File: src/rtl/intc_pkg.sv
package intc_pkg;
  localparam int REG_W  = 32;
  localparam int ADDR_W = 8;

  localparam logic [3:0] GRP_CTRL  = 4'h0;
  localparam logic [3:0] GRP_IPEND = 4'h1;
  localparam logic [3:0] GRP_FPEND = 4'h2;
  localparam logic [3:0] GRP_SEL   = 4'h3;
  localparam logic [3:0] GRP_EN    = 4'h4;
  localparam logic [3:0] GRP_MASK  = 4'h5;

  typedef enum logic [1:0] {
    NMI_LOW  = 2'b00,
    NMI_HIGH = 2'b01,
    NMI_FALL = 2'b10,
    NMI_RISE = 2'b11
  } nmi_mode_e;
endpackage

File: src/rtl/intc_nmi_cond.sv
module intc_nmi_cond
  import intc_pkg::*;
(
  input  logic      clk,
  input  logic      rst,
  input  logic      pin_i,
  input  nmi_mode_e mode_i,
  input  logic      clr_i,
  output logic      set_o,
  output logic      pend_o
);
  logic prev_q;
  logic pend_q;

  always_ff @(posedge clk) begin
    if (rst) prev_q <= 1'b0;
    else     prev_q <= pin_i;
  end

  always_comb begin
    unique case (mode_i)
      NMI_LOW:  set_o = ~pin_i;
      NMI_HIGH: set_o = pin_i;
      NMI_FALL: set_o = prev_q & ~pin_i;
      NMI_RISE: set_o = ~prev_q & pin_i;
      default:  set_o = 1'b0;
    endcase
  end

  // arming wins over a clearing write in the same cycle
  always_ff @(posedge clk) begin
    if (rst)        pend_q <= 1'b0;
    else if (set_o) pend_q <= 1'b1;
    else if (clr_i) pend_q <= 1'b0;
  end

  assign pend_o = pend_q;
endmodule

File: src/rtl/intc_bank_regs.sv
module intc_bank_regs #(
  parameter int          W     = 32,
  parameter logic [31:0] VALID = '1
) (
  input  logic         clk,
  input  logic         rst,
  input  logic         we_sel,
  input  logic         we_en,
  input  logic         we_mask,
  input  logic [W-1:0] wdata,
  output logic [W-1:0] sel_q,
  output logic [W-1:0] en_q,
  output logic [W-1:0] mask_q
);
  localparam logic [W-1:0] VMASK = VALID[W-1:0];

  always_ff @(posedge clk) begin
    if (rst) begin
      sel_q  <= '0;
      en_q   <= '0;
      mask_q <= VMASK;
    end else begin
      if (we_sel)  sel_q  <= wdata & VMASK;
      if (we_en)   en_q   <= wdata & VMASK;
      if (we_mask) mask_q <= wdata & VMASK;
    end
  end
endmodule

File: src/rtl/intc_lowest.sv
module intc_lowest #(
  parameter int N     = 81,
  parameter int IDX_W = $clog2(N)
) (
  input  logic [N-1:0]     req_i,
  output logic             found_o,
  output logic [IDX_W-1:0] idx_o
);
  always_comb begin
    found_o = 1'b0;
    idx_o   = '0;
    for (int i = N - 1; i >= 0; i--) begin
      if (req_i[i]) begin
        found_o = 1'b1;
        idx_o   = IDX_W'(i);
      end
    end
  end
endmodule

File: src/rtl/banked_intc.sv
module banked_intc
  import intc_pkg::*;
#(
  parameter int NUM_SRC = 81
) (
  input  logic                clk,
  input  logic                rst,
  input  logic [NUM_SRC-1:0]  src_i,
  input  logic [ADDR_W-1:0]   reg_addr,
  input  logic                reg_we,
  input  logic [REG_W-1:0]    reg_wdata,
  output logic [REG_W-1:0]    reg_rdata,
  output logic                irq_o,
  output logic                fiq_o
);
  localparam int BANKS = (NUM_SRC + REG_W - 1) / REG_W;
  localparam int FULL  = BANKS * REG_W;
  localparam int IDX_W = $clog2(NUM_SRC);

  function automatic logic [31:0] bank_valid(int b);
    logic [31:0] v;
    for (int k = 0; k < 32; k++) v[k] = ((b * 32 + k) < NUM_SRC);
    return v;
  endfunction

  logic [3:0] grp;
  logic [1:0] bnk;
  logic       bnk_ok;
  assign grp    = reg_addr[7:4];
  assign bnk    = reg_addr[3:2];
  assign bnk_ok = (int'(bnk) < BANKS);

  logic [BANKS-1:0][REG_W-1:0] pend_b, sel_b, en_b, mask_b;
  logic [FULL-1:0] pend_flat, sel_flat, en_flat, mask_flat;
  logic [FULL-1:0] active, irq_act, fiq_act;

  logic [REG_W-1:0] base_q;
  logic             prot_q;
  nmi_mode_e        nmi_mode_q;
  logic             nmi_clr, nmi_set, nmi_pend;

  assign nmi_clr = reg_we && (grp == GRP_IPEND) && (bnk == 2'd0) && reg_wdata[0];

  intc_nmi_cond u_nmi (
    .clk    (clk),
    .rst    (rst),
    .pin_i  (src_i[0]),
    .mode_i (nmi_mode_q),
    .clr_i  (nmi_clr),
    .set_o  (nmi_set),
    .pend_o (nmi_pend)
  );

  for (genvar b = 0; b < BANKS; b++) begin : g_bank
    for (genvar k = 0; k < REG_W; k++) begin : g_bit
      if (b * REG_W + k == 0) begin : g_nmi
        assign pend_b[b][k] = nmi_pend;
      end else if (b * REG_W + k < NUM_SRC) begin : g_src
        assign pend_b[b][k] = src_i[b * REG_W + k];
      end else begin : g_none
        assign pend_b[b][k] = 1'b0;
      end
    end

    intc_bank_regs #(.W(REG_W), .VALID(bank_valid(b))) u_regs (
      .clk     (clk),
      .rst     (rst),
      .we_sel  (reg_we && grp == GRP_SEL  && bnk == 2'(b)),
      .we_en   (reg_we && grp == GRP_EN   && bnk == 2'(b)),
      .we_mask (reg_we && grp == GRP_MASK && bnk == 2'(b)),
      .wdata   (reg_wdata),
      .sel_q   (sel_b[b]),
      .en_q    (en_b[b]),
      .mask_q  (mask_b[b])
    );
  end

  assign pend_flat = pend_b;
  assign sel_flat  = sel_b;
  assign en_flat   = en_b;
  assign mask_flat = mask_b;

  assign active  = pend_flat & en_flat & ~mask_flat;
  assign irq_act = active & ~sel_flat;
  assign fiq_act = active & sel_flat;

  logic             low_found;
  logic [IDX_W-1:0] low_idx;

  intc_lowest #(.N(NUM_SRC), .IDX_W(IDX_W)) u_low (
    .req_i   (irq_act[NUM_SRC-1:0]),
    .found_o (low_found),
    .idx_o   (low_idx)
  );

  logic [REG_W-1:0] vector;
  assign vector = low_found ? (base_q + (REG_W'(low_idx) << 2)) : base_q;

  always_ff @(posedge clk) begin
    if (rst) begin
      base_q     <= '0;
      prot_q     <= 1'b1;
      nmi_mode_q <= NMI_LOW;
    end else if (reg_we && grp == GRP_CTRL) begin
      case (bnk)
        2'd1:    base_q     <= reg_wdata;
        2'd2:    prot_q     <= reg_wdata[0];
        2'd3:    nmi_mode_q <= nmi_mode_e'(reg_wdata[1:0]);
        default: ;
      endcase
    end
  end

  logic [REG_W-1:0] rd_next;
  always_comb begin
    rd_next = '0;
    case (grp)
      GRP_CTRL: begin
        case (bnk)
          2'd0:    rd_next = vector;
          2'd1:    rd_next = base_q;
          2'd2:    rd_next = {{(REG_W-1){1'b0}}, prot_q};
          default: rd_next = {{(REG_W-2){1'b0}}, nmi_mode_q};
        endcase
      end
      GRP_IPEND: if (bnk_ok) rd_next = pend_b[bnk] & ~sel_b[bnk];
      GRP_FPEND: if (bnk_ok) rd_next = pend_b[bnk] & sel_b[bnk];
      GRP_SEL:   if (bnk_ok) rd_next = sel_b[bnk];
      GRP_EN:    if (bnk_ok) rd_next = en_b[bnk];
      GRP_MASK:  if (bnk_ok) rd_next = mask_b[bnk];
      default:   rd_next = '0;
    endcase
  end

  always_ff @(posedge clk) begin
    if (rst) begin
      reg_rdata <= '0;
      irq_o     <= 1'b0;
      fiq_o     <= 1'b0;
    end else begin
      reg_rdata <= rd_next;
      irq_o     <= |irq_act;
      fiq_o     <= |fiq_act;
    end
  end
endmodule

File: config.mk
export PLATFORM = sky130hd
export DESIGN_NAME = banked_intc
export DESIGN_NICKNAME = d
export VERILOG_FILES = /design/src/rtl/intc_pkg.sv /design/src/rtl/intc_nmi_cond.sv /design/src/rtl/intc_bank_regs.sv /design/src/rtl/intc_lowest.sv /design/src/rtl/banked_intc.sv
export SDC_FILE = /design/constraint.sdc
export NUM_CORES = 1
export LEC_CHECK = 0
export CAP_MARGIN = 20
export CORE_ASPECT_RATIO = 1.4
export CORE_MARGIN = 5
export CORE_UTILIZATION = 45
export DETAILED_ROUTE_END_ITERATION = 16
export SYNTH_ARGS = -nofsm -noshare
export SYNTH_HDL_FRONTEND = slang
export SYNTH_HIERARCHICAL = 1
export SYNTH_SLANG_ARGS = --single-unit
File: constraint.sdc
create_clock -name clk -period 7.6 [get_ports clk]
set_input_delay 1.14 -clock clk [delete_from_list [all_inputs] [get_ports clk]]
set_output_delay 1.14 -clock clk [all_outputs]
set_load 0.01 [all_outputs]
==> results of run 1 <==
[flip-flops by register name (all words and copies together), names as in the netlist]
| signal | cells |
|---|---|
| base_q | 32 |
| nmi_mode_q | 2 |
| prot_q | 1 |
| u_nmi/pend_o | 1 |
| g_bank.u_regs/sel_q | 81 |
| u_nmi/prev_q | 1 |
| reg_rdata | 32 |
| irq_o | 1 |
| g_bank.u_regs/mask_q | 81 |
| g_bank.u_regs/en_q | 81 |
| fiq_o | 1 |
[routing by layer]
layer	routed length [um]	up-vias	GRT usage, %
li1	-	8274	-
met1	29230	8728	38.06
met2	35950	888	52.77
met3	5851	246	5.727
met4	5375	0	18.09
met5	0	-	0
[cell type report]
class	instances	area [sq um]	area share, %
Sequential cell	314	6286	28.55
Clock inverter	5	75.07	0.3410
Inverter	28	105.1	0.4774
Tap cell	546	683.2	3.103
Clock buffer	52	1042	4.734
Timing Repair Buffer	217	2068	9.394
Multi-Input combinational cell	1669	11760	53.40
[metrics by stage]
step	utilization (%)	area [sq um]	total power, uW
4_1_cts	52.26	22000	3720
3_3_place_gp	49.54	20850	2015
6_report	52.31	22020	3699
2_1_floorplan	-	19280	1875
3_5_place_dp	49.61	20880	2020
5_1_grt	52.31	22020	3803
[report_power, final]
part	switching (uW)	total (uW)	internal [uW]
Sequential	8.97	1660	1660
Combinational	199	325	126
Clock	699	1710	1010
Total	906	3700	2790
[worst reg2reg max path: stages (launching register included)]
cell                        delay [ns]
sky130_fd_sc_hd__dfxtp_1          0.33
sky130_fd_sc_hd__nor4bb_1         0.86
sky130_fd_sc_hd__inv_1            0.09
sky130_fd_sc_hd__a2111oi_0        0.58
sky130_fd_sc_hd__o2111ai_1        0.26
sky130_fd_sc_hd__nand4b_1         0.26
sky130_fd_sc_hd__a21oi_1          0.15
sky130_fd_sc_hd__o32ai_1          0.13
sky130_fd_sc_hd__ha_1             0.31
sky130_fd_sc_hd__fa_1             0.41
sky130_fd_sc_hd__a21oi_1          0.25
sky130_fd_sc_hd__o221ai_1         0.15
sky130_fd_sc_hd__buf_4            0.23
sky130_fd_sc_hd__o2111ai_1        0.31
sky130_fd_sc_hd__xnor2_1          0.11
sky130_fd_sc_hd__a22o_1           0.24
[worst max-delay path by stage]
| stage | slack, ns | start | end | cells after the start |
|---|---|---|---|---|
| floorplan | 3.06 | src_i[29] | reg_rdata[18] | 15 |
| detailed placement | 1.69 | src_i[24] | reg_rdata[30] | 16 |
| finish | 2.04 | src_i[24] | reg_rdata[30] | 16 |
| global placement | 1.72 | src_i[24] | reg_rdata[30] | 16 |
| global route | 1.70 | src_i[24] | reg_rdata[30] | 16 |
| CTS | 2.23 | src_i[24] | reg_rdata[30] | 16 |
[placed cells by master, fill, tap and decap left out, types with 58 or more instances in the layout]
cell type                         instances
sky130_fd_sc_hd__buf_4                   58
sky130_fd_sc_hd__clkdlybuf4s50_1        152
sky130_fd_sc_hd__nor2b_1                 87
sky130_fd_sc_hd__dfxtp_1                314
sky130_fd_sc_hd__a211o_1                 85
sky130_fd_sc_hd__o2bb2ai_1               64
sky130_fd_sc_hd__nand4b_1                83
sky130_fd_sc_hd__nor2_1                 228
sky130_fd_sc_hd__a21oi_1                 89
sky130_fd_sc_hd__mux2i_1                262
sky130_fd_sc_hd__nand2_1                132
==> impl.org, run 1 <==
** Detailed routing
- After the first detailed-routing iteration, the DRC count stood at 1,875.
- For this block, the routed nets add up to 76,400 um of wire.
- Routed via count divided by cell count :: 6.406
- For this run, design rule violations remaining after detail routing come to 0.
- In this run the remaining antenna-violating nets after routing total 0.
- Number of optimization iterations in the first detailed-route pass :: 6
- Routed vias :: 18,136
- Wire per inst :: 26.99 um

** Worst setup path
- The critical path is of the primary input to register type.
- Setup slack on the worst reg-to-reg path comes out at 2.83 ns.
- Buffers & Inverters on Critical Path :: 3
- Along the worst path, the maximum fanout reaches 12.
- The endpoint identified for the worst register-to-register timing path is reg_rdata[30].
- STA classifies the critical path endpoint as a register.
- Slowest stage cell, crit path :: sky130_fd_sc_hd__nor4bb_1
- At the worst endpoint, the required time is 8.03 ns.
- Critical-path cell list :: clkdlybuf4s50_1 -> nor4bb_1 -> inv_1 -> a2111oi_0 -> o2111ai_1 -> nand4b_1 -> a21oi_1 -> o32ai_1 -> ha_1 -> fa_1 -> a21oi_1 -> o221ai_1 -> buf_4 -> o2111ai_1 -> xnor2_1 -> a22o_1
- The startpoint identified for the worst register-to-register timing path is g_bank[0].u_regs/mask_q[24].
- Startpoint types :: primary input
- The number of cells on the worst reg-to-reg path is 15.
- Top delay family on crit path :: compound AO/OA/AOI/OAI gates
- Worst path arrival time :: 5.99 ns
- Stage delay of the slowest cell on the critical path :: 0.87 ns

** Clock tree
- The number of gates resized after CTS was 0.
- After clock tree synthesis, the setup repair step added 0 buffers.
- After clock tree synthesis, the clock-pin slew on the worst setup and hold paths is 0.06 ns.
- The number of clock buffers added by TritonCTS is 35.
- Clock Tree Buf Depth :: 3
- The H-tree was split into 2 levels.
- The clock net in this run drives a total of 314 sinks.
- In this run the clock root is driven by a sky130_fd_sc_hd__clkbuf_16.
- For the worst-skew pair, the clock arrives at the later sink with an insertion delay of 0.54 ns.
- CTS tree :: built
- After clock tree synthesis, the flow added hold-fix buffers numbering 0.

** Synth
- After synthesis, the mean cell area works out to 8.838 sq um.
- Gate Count Post-Synth :: 2,163
- Number of synthesis warnings :: 6
- The mapped netlist covers 19,120 sq um.

** Global routing
- Maximum number of pins on one net before global-route repair :: 170
- Number of global-route vias before repair :: 17,334
- First-pass GRT wire length :: 111,700 um
- Global routing consumed, over all layers together, 31.59% of the routing resources.
- The total overflow left after global routing is 0.
- The initial antenna violation count came to 0.

** STA
- Across the routed clock network, the largest skew measured is 0.02209 ns.
- Final setup slack of the worst path :: 2.038 ns
- Endpoints failing hold :: 0
- Setup repair after global routing left no endpoint under its margin.
- Hold slack :: 0.4595 ns
- Max-slew headroom :: 20.55%
- In the final timing run, aggregate negative setup slack is 0 ns.
- Final period utilization :: 73.19%
- The worst path in the final design needs a cycle of 5.562 ns, including I/O delays and setup.
- For the pin with the worst max-slew slack, the measured transition is 1.176 ns.
- Final setup violating endpoints :: 0
- Max frequency :: 179.8 MHz
- The total count of max-transition violations in the final report came to 0.

** Status
- The flow ran to the end, and the final reports show no timing, DRC or antenna violations.

** Final layout
- Antenna diode instance count :: 0
- The area growth from synthesis to layout is 15.17%.
- Fill cells in the final layout number 4,066.
- Fraction of layout cells with a size suffix above 1 :: 8.228%
- Post-route insts no fill :: 2,831
- The final layout contains 2,397 nets.

** Place
- In this run the tool buffered the top-level ports with 155 buffer cells.
- Detailed placement finished with a half-perimeter wire length of 54,730 um.
- Prior to clock tree synthesis, the placed netlist has a worst setup slack of 1.691 ns.
- The congestion estimate from routability-driven global placement came to 0.9725.
- Number of placed instances, taps included :: 2,772

** Min path
- Worst hold path startpoint :: base_q[1]
- HP Class :: register to register
- Worst Hold Path EP :: base_q[1]
- WHS Path Cells :: 2

** Floorplan
- The die covers 46,760 sq um.
- Pin placement for this block handled 158 I/O pins.
- Count of standard-cell rows :: 89
- The floorplan step defined a core boundary enclosing 42,090 sq um.
- The die is 184.2 um wide.
- The initial utilization of the core area, before any placement, comes to 45.42%.
- In this run the vertical extent of the chip is 253.9 um.

** Power and ir drop
- Leakage component of the power :: 0.007517 uW
- Power spread over the standard cell area amounts to 168.0 nW/um^2.
- Max VDD drop :: 0.1529 mV

** Run
- Max Cap Viol :: 0
No activity file was read; power rests on OpenSTA's default activity.
==> run 2: changes to the inputs <==
clock period = 5.6 ns   (was 7.6 ns; I/O delays follow)
==> run 2 against run 1 <==
Compared with the run above: final area increased by 1.9%; setup slack worse by 1.2 ns; global-route usage increased by 0.33 points; die area stayed put; clock skew rose by 0.0011 ns; non-clock buffer count is 47 higher; clock-buffer cell count increased by 3; first-iteration DRC count shrank 11%; sequential share of layout area decreased by 0.53 points; total power increased by 39%; critical endpoint is now reg_rdata[12].
==> impl.org, run 2 (synthesized netlist as in run 1, its figures left out) <==
** Detailed routing
- Final wirelength :: 77,730 um (+1.7%)
- The number of antenna-violating nets in the routed design is 0 (unchanged).
- First-iteration detailed-routing DRC count :: 1,675 (-11%)
- Routed vias :: 18,236 (+0.55%)
- The DRC violations left was 0 (unchanged).
- The routed length per placed instance was 26.95 um (-0.14%).
- Routed via count divided by cell count :: 6.323 (-1.3%)
- The number of iterations in the first detailed-routing pass was 5 (-1).

** STA
- The total count of max-transition violations in the final report was 0 (unchanged).
- Transition at the pin with the smallest max-transition slack :: 1.184 ns (+0.008061 ns)
- Of the available clock period, the critical path in the final layout requires 84.37%.
- The maximum clock skew at final layout came to 0.02316 ns (+0.001072 ns).
- Final critical delay including setup and external delays :: 4.725 ns
- Final setup slack of the worst path :: 0.8752 ns (-1.162 ns)
- Setup repair after global routing left no endpoint under its margin.
- Max frequency :: 211.7 MHz
- Endpoints failing hold :: 0 (unchanged)
- The worst slew slack as a fraction of its limit came to 20.01% (-0.54 points).
- Final setup violating endpoints :: 0 (unchanged)
- Setup TNS :: 0 ns (unchanged)

** Worst setup path
- By startpoint and endpoint, the worst setup path is classified as primary input to register.
- The count of cells along the worst register-to-register path came to 18 (+3).
- The worst setup path is launched from a primary input.
- Counting stages on the worst path, the most repeated cell is sky130_fd_sc_hd__buf_4.
- Category of the worst setup path capture point :: register
- Stage delay of the slowest cell on the critical path :: 0.51 ns (-0.36 ns)
- Worst path arrival time :: 5.10 ns (-0.89 ns)
- Critical-path cell list :: clkdlybuf4s50_1 -> nor4bb_1 -> buf_4 -> inv_1 -> a2111oi_0 -> buf_4 -> o2111ai_1 -> nand4b_1 -> a21oi_1 -> o32ai_1 -> buf_4 -> ha_1 -> fa_1 -> a21oi_1 -> o221ai_1 -> buf_4 -> buf_12 -> a31oi_1 -> xor2_1 -> o22ai_1
- Largest driver fanout on the critical path :: 7 (-5)
- Critical R2R Launch :: g_bank[1].u_regs/en_q[0]
- Setup slack of the most critical reg-to-reg path :: 1.34 ns (-1.49 ns)
- The required time of the worst setup path is 5.97 ns (-2.06 ns).
- The largest individual stage delay along the critical path comes from the cell sky130_fd_sc_hd__clkdlybuf4s50_1.
- Terminus of the critical flop-to-flop path :: reg_rdata[12]

** Status
- The flow ran to the end, and the final reports show no timing, DRC or antenna violations.

** Power and ir drop
- The proportion of power drawn by combinational gates was 8.6% (-0.2 points).
- Clock network fraction of total power :: 47.5% (+1.3 points)
- Leakage component of the power :: 0.007804 uW (+3.8%)
- Total internal power :: 3900 uW (+40%)
- Cell area power density :: 229.3 nW/um^2 (+37%)
- Max VDD drop :: 0.2432 mV (+59%)
- The net switching power came to 1245 uW (+37%).
- Net Sw Frac :: 24.19% (-0.31 points)
- The part of the total power dissipated in sequential elements is 43.9% (-1.1 points).

** Final layout
- Fraction of layout cells with a size suffix above 1 :: 10.22% (+2.0 points)
- The post-layout instance area came to 22,440 sq um (+1.9%).
- Commonest non-fill, non-tap cell in the layout :: sky130_fd_sc_hd__dfxtp_1
- The final non-filler cell total was 2,884 (+1.9%).
- The number of nets in the finished design was 2,445 (+2.0%).
- The total area of sequential cells was 6286 sq um (unchanged).
- Synthesis-to-layout area growth :: 17.36%
- Most used cells in the layout excluding fill and tap cells :: 314 x sky130_fd_sc_hd__dfxtp_1, 262 x sky130_fd_sc_hd__mux2i_1, 228 x sky130_fd_sc_hd__nor2_1, 152 x sky130_fd_sc_hd__clkdlybuf4s50_1, 132 x sky130_fd_sc_hd__nand2_1
- The largest registers in the layout are g_bank.u_regs/en_q: 81 flops, g_bank.u_regs/mask_q: 81 flops, g_bank.u_regs/sel_q: 81 flops.
- Antenna diode instance count :: 0 (unchanged)
- Combined area of the multi-input logic cells :: 11,740 sq um (-0.16%)
- The number of inserted filler cells in the final layout was 3,932 (-3.3%).

** Global routing
- Number of global-route vias before repair :: 17,244 (-0.52%)
- Routing usage on met1 :: 39.11% (+1.1 points)
- Number of antenna violations at the first check in global routing :: 0 (unchanged)
- Global-route total usage across every layer :: 31.93% (+0.33 points)
- The global-route wire length before repair is 112,600 um (+0.85%).
- Overflow left after global routing :: 0 (unchanged)
- The global routing usage on met2 came to 55.04% (+2.3 points).
- The met3 layer usage reported by global route came to 4.453% (-1.3 points).
- Maximum number of pins on one net before global-route repair :: 102 (-40%)
- Peak-usage layer in the global routing report :: met2

** Clock tree
- Clock sinks :: 314 (unchanged)
- The clock-pin slew on the worst setup and hold paths was 0.06 ns (about the same).
- Clock latency of the later-clocked register in the worst-skew pair :: 0.54 ns (about the same)
- TritonCTS built the clock tree.
- The hold buffer count at CTS is 0 (unchanged).
- Clock Tree Buf Depth :: 3 (unchanged)
- The post-cts repair resize count came to 0 (unchanged).
- The TritonCTS buffer count came to 36 (+2.9%).
- Number of setup buffers added after CTS :: 0 (unchanged)
- The tree is rooted in a sky130_fd_sc_hd__clkbuf_16.
- The H-tree depth was 2 (unchanged).

** Place
- RD Place Congestion :: 1.039 (+6.8%)
- Detailed-placement wirelength estimate :: 55,980 um (+2.3%)
- Area after DPL :: 21,220 sq um (+1.6%)
- The setup slack at placement came to 0.4151 ns (-1.276 ns).
- The instance count after placement with tap cells included came to 2,821 (+1.8%).
- The total of buffers placed on input and output ports was 155 (unchanged).

** Min path
- The path with the worst hold slack has its endpoint at base_q[1].
- Worst hold path startpoint :: base_q[1]
- The number of cells on the worst hold path came to 2 (unchanged).
- The min-delay analysis places its worst path in the category register to register.

** Floorplan
- Count of standard-cell rows :: 89 (unchanged)
- The starting utilization of the core area is 45.42% (unchanged).
- The die outline width came to 184.2 um (unchanged).
- The number of top-level pins was 158 (unchanged).
- Core Footprint :: 42,090 sq um (unchanged)
- The overall die area came to 46,760 sq um (unchanged).
- Die height :: 253.9 um (unchanged)

** Run
- The number of maximum-capacitance constraint violations is 0 (unchanged).
==> run 2: worst max-delay path by stage <==
stage	from	cells past startpoint	endpoint
after floorplan	src_i[29]	15	reg_rdata[18]
after global placement	src_i[24]	20	reg_rdata[12]
after detailed placement	src_i[32]	19	reg_rdata[12]
after CTS	src_i[32]	19	reg_rdata[12]
after global routing	src_i[32]	19	reg_rdata[18]
final	src_i[24]	20	reg_rdata[12]
==> run 2: layer usage <==
layer | routed length [um] | vias to the layer above
li1 | - | 8373
met1 | 30460 | 8919
met2 | 37950 | 758
met3 | 5070 | 186
met4 | 4252 | 0
met5 | 0 | -
==> run 2: area by class of cell <==
class                           count  area share, %
Timing Repair Buffer              264          10.74
Inverter                           28         0.4685
Tap cell                          546          3.045
Clock buffer                       55          4.874
Multi-Input combinational cell   1669          52.32
Clock inverter                      8         0.5298
Sequential cell                   314          28.02
==> run 2: critical path, delay by kind of cell <==
family	cells	cell delay, ns
buf+inv	7	1.47
compound gates	8	1.49
fa+ha+maj	2	0.61
xor+xnor	1	0.17
simple gates	2	0.51
==> run 2: power by group through the flow <==
stage	logic (uW)	clock network, uW	registers, uW
3_5_place_dp	433	0	2310
6_report	442	2440	2260
4_1_cts	435	2480	2260
3_3_place_gp	427	0	2310
5_1_grt	465	2570	2260
2_1_floorplan	239	0	2310
==> run 2: through the flow <==
stage               hold slack [ns]  total power (uW)  utilization (%)
CTS                          0.4559              5176            53.30
global placement             0.4449              2735            50.38
finish                       0.4555              5145            53.30
global route                 0.4703              5295            53.30
detailed placement           0.4486              2741            50.42
floorplan                    0.4367              2545                -
